## src/rtl/bec_pkg.sv

```systemverilog
// Package: shared encodings for the bridge error and abort handler.
// Assumes: control and status bit positions are fixed by the register
// layout that software decodes.
package bec_pkg;

    typedef enum logic [1:0] {
        ACT_ONES    = 2'd0,
        ACT_DISCARD = 2'd1,
        ACT_TABORT  = 2'd2,
        ACT_SPLIT   = 2'd3
    } cmpl_act_e;

    localparam int CTL_W        = 8;
    localparam int CB_PERR_RESP = 0;
    localparam int CB_SERR_EN   = 1;
    localparam int CB_RSVD      = 4;
    localparam int CB_ABORT_RPT = 5;
    localparam int CB_SEC_RST   = 6;

    localparam int NUM_STS      = 3;
    localparam int ST_MA        = 0;
    localparam int ST_SEC_PERR  = 1;
    localparam int ST_SERR_RCVD = 2;

    localparam logic [CTL_W-1:0] CTL_KEEP_MASK =
        CTL_W'((1 << CB_PERR_RESP) | (1 << CB_SERR_EN) |
               (1 << CB_ABORT_RPT) | (1 << CB_SEC_RST));

endpackage

```

## src/rtl/bec_ctl_reg.sv

```systemverilog
// Module: bec_ctl_reg
// Holds the error-related control bits. Only the bits in CTL_KEEP_MASK
// have storage; every other bit, the reserved one included, reads 0.
// Assumes: a single write strobe, new value visible the next cycle.
module bec_ctl_reg
    import bec_pkg::*;
(
    input  logic             clk,
    input  logic             rst_n,
    input  logic             wr_en,
    input  logic [CTL_W-1:0] wr_data,
    output logic [CTL_W-1:0] rd,
    output logic             perr_resp,
    output logic             serr_en,
    output logic             abort_rpt,
    output logic             sec_rst_req
);

    for (genvar b = 0; b < CTL_W; b++) begin : g_bit
        if (CTL_KEEP_MASK[b]) begin : g_store
            logic bit_q;
            // Stored control bit: cleared by reset, loaded on a write.
            always_ff @(posedge clk) begin
                if (!rst_n)
                    bit_q <= 1'b0;
                else if (wr_en)
                    bit_q <= wr_data[b];
            end
            assign rd[b] = bit_q;
        end else begin : g_zero
            assign rd[b] = 1'b0;
        end
    end

    assign perr_resp   = rd[CB_PERR_RESP];
    assign serr_en     = rd[CB_SERR_EN];
    assign abort_rpt   = rd[CB_ABORT_RPT];
    assign sec_rst_req = rd[CB_SEC_RST];

endmodule

```

## src/rtl/bec_abort_resolve.sv

```systemverilog
// Module: bec_abort_resolve
// Chooses the completion action for a master-aborted transaction and
// registers it for one cycle. Also flags, combinationally, whether the
// abort must be reported through SERR#.
// Assumes: ma_valid is a one-cycle strobe per aborted transaction.
module bec_abort_resolve
    import bec_pkg::*;
#(
    parameter int DATA_W = 32
) (
    input  logic              clk,
    input  logic              rst_n,
    input  logic              ma_valid,
    input  logic              ma_is_write,
    input  logic              ma_posted,
    input  logic              ma_tabort_ok,
    input  logic              pcix_mode,
    input  logic              abort_rpt,
    input  logic              serr_en,
    output logic              ma_serr_req,
    output logic              cmpl_valid,
    output cmpl_act_e         cmpl_action,
    output logic [DATA_W-1:0] cmpl_data
);

    localparam logic [DATA_W-1:0] ALL_ONES = {DATA_W{1'b1}};

    cmpl_act_e act_d;
    logic      use_split;
    logic      use_tabort;

    // Action selection: split first, then target-abort, then data path.
    always_comb begin
        use_split  = pcix_mode && !ma_posted;
        use_tabort = abort_rpt && ma_tabort_ok && !ma_posted;
        if (use_split)
            act_d = ACT_SPLIT;
        else if (use_tabort)
            act_d = ACT_TABORT;
        else if (ma_is_write)
            act_d = ACT_DISCARD;
        else
            act_d = ACT_ONES;
    end

    // SERR# request: report mode on, no in-band way to signal the abort.
    always_comb begin
        ma_serr_req = ma_valid && abort_rpt && serr_en && !use_split && !use_tabort;
    end

    // Completion register: one-cycle valid with action and data.
    always_ff @(posedge clk) begin
        if (!rst_n) begin
            cmpl_valid  <= 1'b0;
            cmpl_action <= ACT_ONES;
            cmpl_data   <= '0;
        end else begin
            cmpl_valid <= ma_valid;
            if (ma_valid) begin
                cmpl_action <= act_d;
                cmpl_data   <= (act_d == ACT_ONES) ? ALL_ONES : '0;
            end
        end
    end

endmodule

```

## src/rtl/bec_report.sv

```systemverilog
// Module: bec_report
// Detects falling edges of secondary SERR#, merges every reporting source
// into one primary SERR# pulse per cycle, and issues the parity reporting
// pulse.
// Assumes: sec_serr_n is already synchronous to the primary clock.
module bec_report (
    input  logic clk,
    input  logic rst_n,
    input  logic sec_serr_n,
    input  logic ma_serr_req,
    input  logic serr_en,
    input  logic perr_strobe,
    input  logic perr_resp,
    output logic sec_serr_fall,
    output logic pri_serr_n,
    output logic perr_report
);

    logic sec_serr_q;

    // Previous secondary SERR# level, idle high after reset.
    always_ff @(posedge clk) begin
        if (!rst_n)
            sec_serr_q <= 1'b1;
        else
            sec_serr_q <= sec_serr_n;
    end

    assign sec_serr_fall = sec_serr_q && !sec_serr_n;

    // Primary SERR#: one low cycle for any reporting cause this cycle.
    always_ff @(posedge clk) begin
        if (!rst_n)
            pri_serr_n <= 1'b1;
        else
            pri_serr_n <= !(ma_serr_req || (sec_serr_fall && serr_en));
    end

    // Parity report pulse, gated by the response enable.
    always_ff @(posedge clk) begin
        if (!rst_n)
            perr_report <= 1'b0;
        else
            perr_report <= perr_strobe && perr_resp;
    end

endmodule

```

## src/rtl/bec_status.sv

```systemverilog
// Module: bec_status
// Sticky status bits with write-one-to-clear. A set event in the same
// cycle as a clear keeps the bit set.
// Assumes: set and clear are single-cycle strobes.
module bec_status
    import bec_pkg::*;
(
    input  logic               clk,
    input  logic               rst_n,
    input  logic [NUM_STS-1:0] set_ev,
    input  logic [NUM_STS-1:0] clr,
    output logic [NUM_STS-1:0] sts
);

    for (genvar i = 0; i < NUM_STS; i++) begin : g_sts
        // Status bit i: set wins over clear, otherwise hold.
        always_ff @(posedge clk) begin
            if (!rst_n)
                sts[i] <= 1'b0;
            else if (set_ev[i])
                sts[i] <= 1'b1;
            else if (clr[i])
                sts[i] <= 1'b0;
        end
    end

endmodule

```

## src/rtl/bridge_err_ctrl.sv

```systemverilog
// Module: bridge_err_ctrl (top)
// Error and abort handling for a PCI-to-PCI bridge: control bits, master-
// abort completion choice, SERR# and parity reporting, sticky status and
// secondary reset.
// Assumes: all inputs synchronous to clk; neighbours handle the bus
// protocol and consume the completion one cycle after ma_valid.
module bridge_err_ctrl
    import bec_pkg::*;
#(
    parameter int DATA_W = 32
) (
    input  logic               clk,
    input  logic               rst_n,
    input  logic               ctl_wr_en,
    input  logic [CTL_W-1:0]   ctl_wr_data,
    output logic [CTL_W-1:0]   ctl_rd,
    input  logic               pcix_mode,
    input  logic               ma_valid,
    input  logic               ma_is_write,
    input  logic               ma_posted,
    input  logic               ma_tabort_ok,
    input  logic               perr_strobe,
    input  logic               sec_serr_n,
    input  logic [NUM_STS-1:0] sts_clr,
    output logic               cmpl_valid,
    output logic [1:0]         cmpl_action,
    output logic [DATA_W-1:0]  cmpl_data,
    output logic               pri_serr_n,
    output logic               perr_report,
    output logic [NUM_STS-1:0] sts,
    output logic               sec_rst_n
);

    logic         perr_resp;
    logic         serr_en;
    logic         abort_rpt;
    logic         sec_rst_req;
    logic         ma_serr_req;
    logic         sec_serr_fall;
    cmpl_act_e    act_q;
    logic [NUM_STS-1:0] set_ev;

    bec_ctl_reg i_ctl (
        .clk         (clk),
        .rst_n       (rst_n),
        .wr_en       (ctl_wr_en),
        .wr_data     (ctl_wr_data),
        .rd          (ctl_rd),
        .perr_resp   (perr_resp),
        .serr_en     (serr_en),
        .abort_rpt   (abort_rpt),
        .sec_rst_req (sec_rst_req)
    );

    bec_abort_resolve #(.DATA_W(DATA_W)) i_abort (
        .clk          (clk),
        .rst_n        (rst_n),
        .ma_valid     (ma_valid),
        .ma_is_write  (ma_is_write),
        .ma_posted    (ma_posted),
        .ma_tabort_ok (ma_tabort_ok),
        .pcix_mode    (pcix_mode),
        .abort_rpt    (abort_rpt),
        .serr_en      (serr_en),
        .ma_serr_req  (ma_serr_req),
        .cmpl_valid   (cmpl_valid),
        .cmpl_action  (act_q),
        .cmpl_data    (cmpl_data)
    );

    bec_report i_rep (
        .clk           (clk),
        .rst_n         (rst_n),
        .sec_serr_n    (sec_serr_n),
        .ma_serr_req   (ma_serr_req),
        .serr_en       (serr_en),
        .perr_strobe   (perr_strobe),
        .perr_resp     (perr_resp),
        .sec_serr_fall (sec_serr_fall),
        .pri_serr_n    (pri_serr_n),
        .perr_report   (perr_report)
    );

    // Status set sources in bit order of the status register.
    always_comb begin
        set_ev               = '0;
        set_ev[ST_MA]        = ma_valid;
        set_ev[ST_SEC_PERR]  = perr_strobe;
        set_ev[ST_SERR_RCVD] = sec_serr_fall;
    end

    bec_status i_sts (
        .clk    (clk),
        .rst_n  (rst_n),
        .set_ev (set_ev),
        .clr    (sts_clr),
        .sts    (sts)
    );

    assign cmpl_action = act_q;
    assign sec_rst_n   = !sec_rst_req;

endmodule

```

## config.mk

```make
export PLATFORM = sky130hd
export DESIGN_NAME = bridge_err_ctrl
export DESIGN_NICKNAME = d
export VERILOG_FILES = /design/src/rtl/bec_pkg.sv /design/src/rtl/bec_ctl_reg.sv /design/src/rtl/bec_abort_resolve.sv /design/src/rtl/bec_report.sv /design/src/rtl/bec_status.sv /design/src/rtl/bridge_err_ctrl.sv
export SDC_FILE = /design/constraint.sdc
export NUM_CORES = 1
export LEC_CHECK = 0
export BUFFER_PORTS_ARGS = -buffer_cell sky130_fd_sc_hd__buf_2
export CORE_MARGIN = 5
export CORE_UTILIZATION = 25
export DETAILED_ROUTE_END_ITERATION = 16
export HOLD_SLACK_MARGIN = 0.15
export PLACE_DENSITY = 0.52
export SLEW_MARGIN = 40
export SYNTH_ARGS = -nofsm -noshare
export SYNTH_HDL_FRONTEND = slang
export SYNTH_SLANG_ARGS = --single-unit
```

## constraint.sdc

```tcl
create_clock -name clk -period 1.7 [get_ports clk]
set_input_delay 0.51 -clock clk [delete_from_list [all_inputs] [get_ports clk]]
set_output_delay 0.51 -clock clk [all_outputs]
set_load 0.01 [all_outputs]
```

==> metrics <==
Hold Crit Class=flip-flop to flip-flop; Vias=between 600 and 700; initial antenna violation count=0; Cells after DPL=162; Post-Syn Area=833 sq um; Total GRT Usage=6.60%; sw frac=between 20% and 30%; vias in the first global route=520; worst skew pair latency=between 0.2 and 0.3 ns; commonest non-fill, non-tap cells in the layout=61 x buf_2, 14 x dfxtp_1, 7 x nor2b_1; Max Slew Vio Count=0; DP Wirelength=roughly 1400 um; status=completed; area share of the largest cell type after synthesis=between 30% and 40%; Die W=67.7 um; post-route minimum period=roughly 1.5 ns; CTS tree=yes; final core utilization=28.9%; routed vias/inst=3.78; Cells after Synth=92; share of cells above drive strength 1=approximately three fifths; antenna-violating nets left=0; Max Cap Viol=0; Core ar.=3280 sq um; CTS Buffer Depth=2; worst setup path class=flip-flop to primary output; fin cells=about 170; Setup WS post-layout=between 0.15 and 0.2 ns; combinational power share=a little over a fifth; cell accounting for the most synthesized area=buf_4; P&R area growth vs syn=13.8%; Reg clk slew, reported paths=approximately 0.09 ns; post-route clock period utilization=between 90% and 100%; count of cell types in the netlist=24; Post-CTS Setup Inserts=0; Critical Path AT=1.04 ns; DP Worst Slack=~0.42 ns; ant diodes=0; most common cell after layout, fill and taps aside=buf_2; H-Tree Depth=1; DRT iter0 DRCs=4; syn avg cell area=just over 9 sq um; R2R Setup Slk=slightly below 0.8 ns; drt drc=0; DIE HEIGHT=just under 70 um; CP Launch Type=flip-flop; setup violators final=0; Clock Skew=around 0.0037 ns; Int Pwr=0.547 mW; final hold viol count=0; unrepaired setup endpoints after global routing=no; CTS Buf Count=3; largest delay contributor family on the critical path=buffers and inverters; post_cts resized=0; Worst VDD drop=0.286 mV; total gr overflow=0; Fmax achieved=around 0.65 GHz; CP max stage delay=~0.36 ns; drt first pass iters=3; DIE AREA=4590 sq um; Sink Count=14; largest fanout on the critical path=32; sequential fraction of the synthesis area=33.6%; worst path bufs/invs=2; Port Buffers=61; PD cells=between 700 and 800 nW/um^2; Switch Pwr=between 0.2 and 0.25 mW; Post-CTS Hold Buffers=0; synth top area cells=buf_4 35%, dfxtp_1 34%, nor2b_1 5.3%, mux2i_1 4.8%, nand2b_1 2.3%; GP Congestion=between 0.6 and 0.7; CP max-delay cell=dfxtp_1; number of cell rows=21; Synth Warn #=0; Initial Util=around a quarter; I/O Pins=70; first-pass GRT wire length=2260 um; largest net degree at the start of global routing=33; sequential share of power=roughly 47%; Clock power frac=a little under a third; Yosys reg bits=14; per-cell routed wire length=between 9 and 10 um; P_leak=between 0.5 and 0.6 nW; root buffer cell=clkbuf_4; Post-Route Setup TNS=0 ns; critical path required time=1.19 ns; Layout Nets=approximately 140; CP endpoint kind=primary output; CP Cell Sequence=buf_4 > buf_2; Post-Route WL=around 1600 um
-- final cells by class --
cell class                 instances  area [sq um]
fill                             349          2340
inverter                           2          7.51
multi-input combinational         38           254
tap                               46          57.6
sequential                        14           280
clock buffer                       4          36.3
timing repair buffer              62           313
-- power by group through the flow --
stage,Sequential [mW],Combinational [mW],Clock [mW]
global placement,0.363,0.157,0
global route,0.358,0.173,0.269
CTS,0.356,0.159,0.248
finish,0.355,0.157,0.237
floorplan,0.374,0.129,0
detailed placement,0.363,0.158,0
-- cell usage after synthesis (all sizes together) --
cell type	instances
buf	40
dfxtp	14
nor2b	7
mux2i	4
nand2b	4
o21ai	4
a21boi	2
a21oi	2
inv	2
nand3	2
o21a	2
a211oi	1
and2	1
and3	1
clkbuf	1
conb	1
nand2	1
nand3b	1
nor4b	1
o21ba	1
-- metrics by stage --
| stage | area (sq um) | power (mW) | hold slack, ns |
|---|---|---|---|
| detailed placement | 912 | 0.521 | 0.411 |
| floorplan | 845 | 0.503 | 0.381 |
| global placement | 912 | 0.520 | 0.409 |
| finish | 948 | 0.749 | 0.428 |
| CTS | 948 | 0.762 | 0.429 |
| global route | 948 | 0.800 | 0.427 |
-- sequential cells by signal, indices dropped and copies added, names as in the netlist --
name / count
i_sts.sts: 3
i_ctl.perr_resp: 1
i_ctl.serr_en: 1
i_rep.perr_report: 1
i_abort.cmpl_valid: 1
i_ctl.abort_rpt: 1
i_rep.sec_serr_q: 1
i_rep.pri_serr_n: 1
i_abort.cmpl_action: 2
i_abort.cmpl_data: 1
i_ctl.sec_rst_req: 1
-- cells by family after synthesis --
group,after synthesis,share of synthesized area [%]
AOI/OAI and AO/OA,12,9.31
muxes,4,4.80
other,1,0.450
buffers and inverters,43,37.2
DFF,14,33.6
and+or+nand+nor,18,14.6
-- worst paths after layout --
path / from / cells after the start / end
setup reg to reg: i_ctl.abort_rpt / 3 / i_abort.cmpl_action[0]
setup / recovery: i_abort.cmpl_data[30] / 2 / cmpl_data[19]
hold / removal: i_ctl.serr_en / 1 / i_rep.pri_serr_n
hold reg to reg: i_ctl.serr_en / 1 / i_rep.pri_serr_n
-- metal layers --
layer | GRT usage [%] | wire (um)
met3 | 3.16 | 343
met1 | 8.33 | 661
met5 | 0 | 0
met2 | 9.72 | 623
met4 | 2.28 | 6
Note: power is estimated with default switching activity, not from simulation.
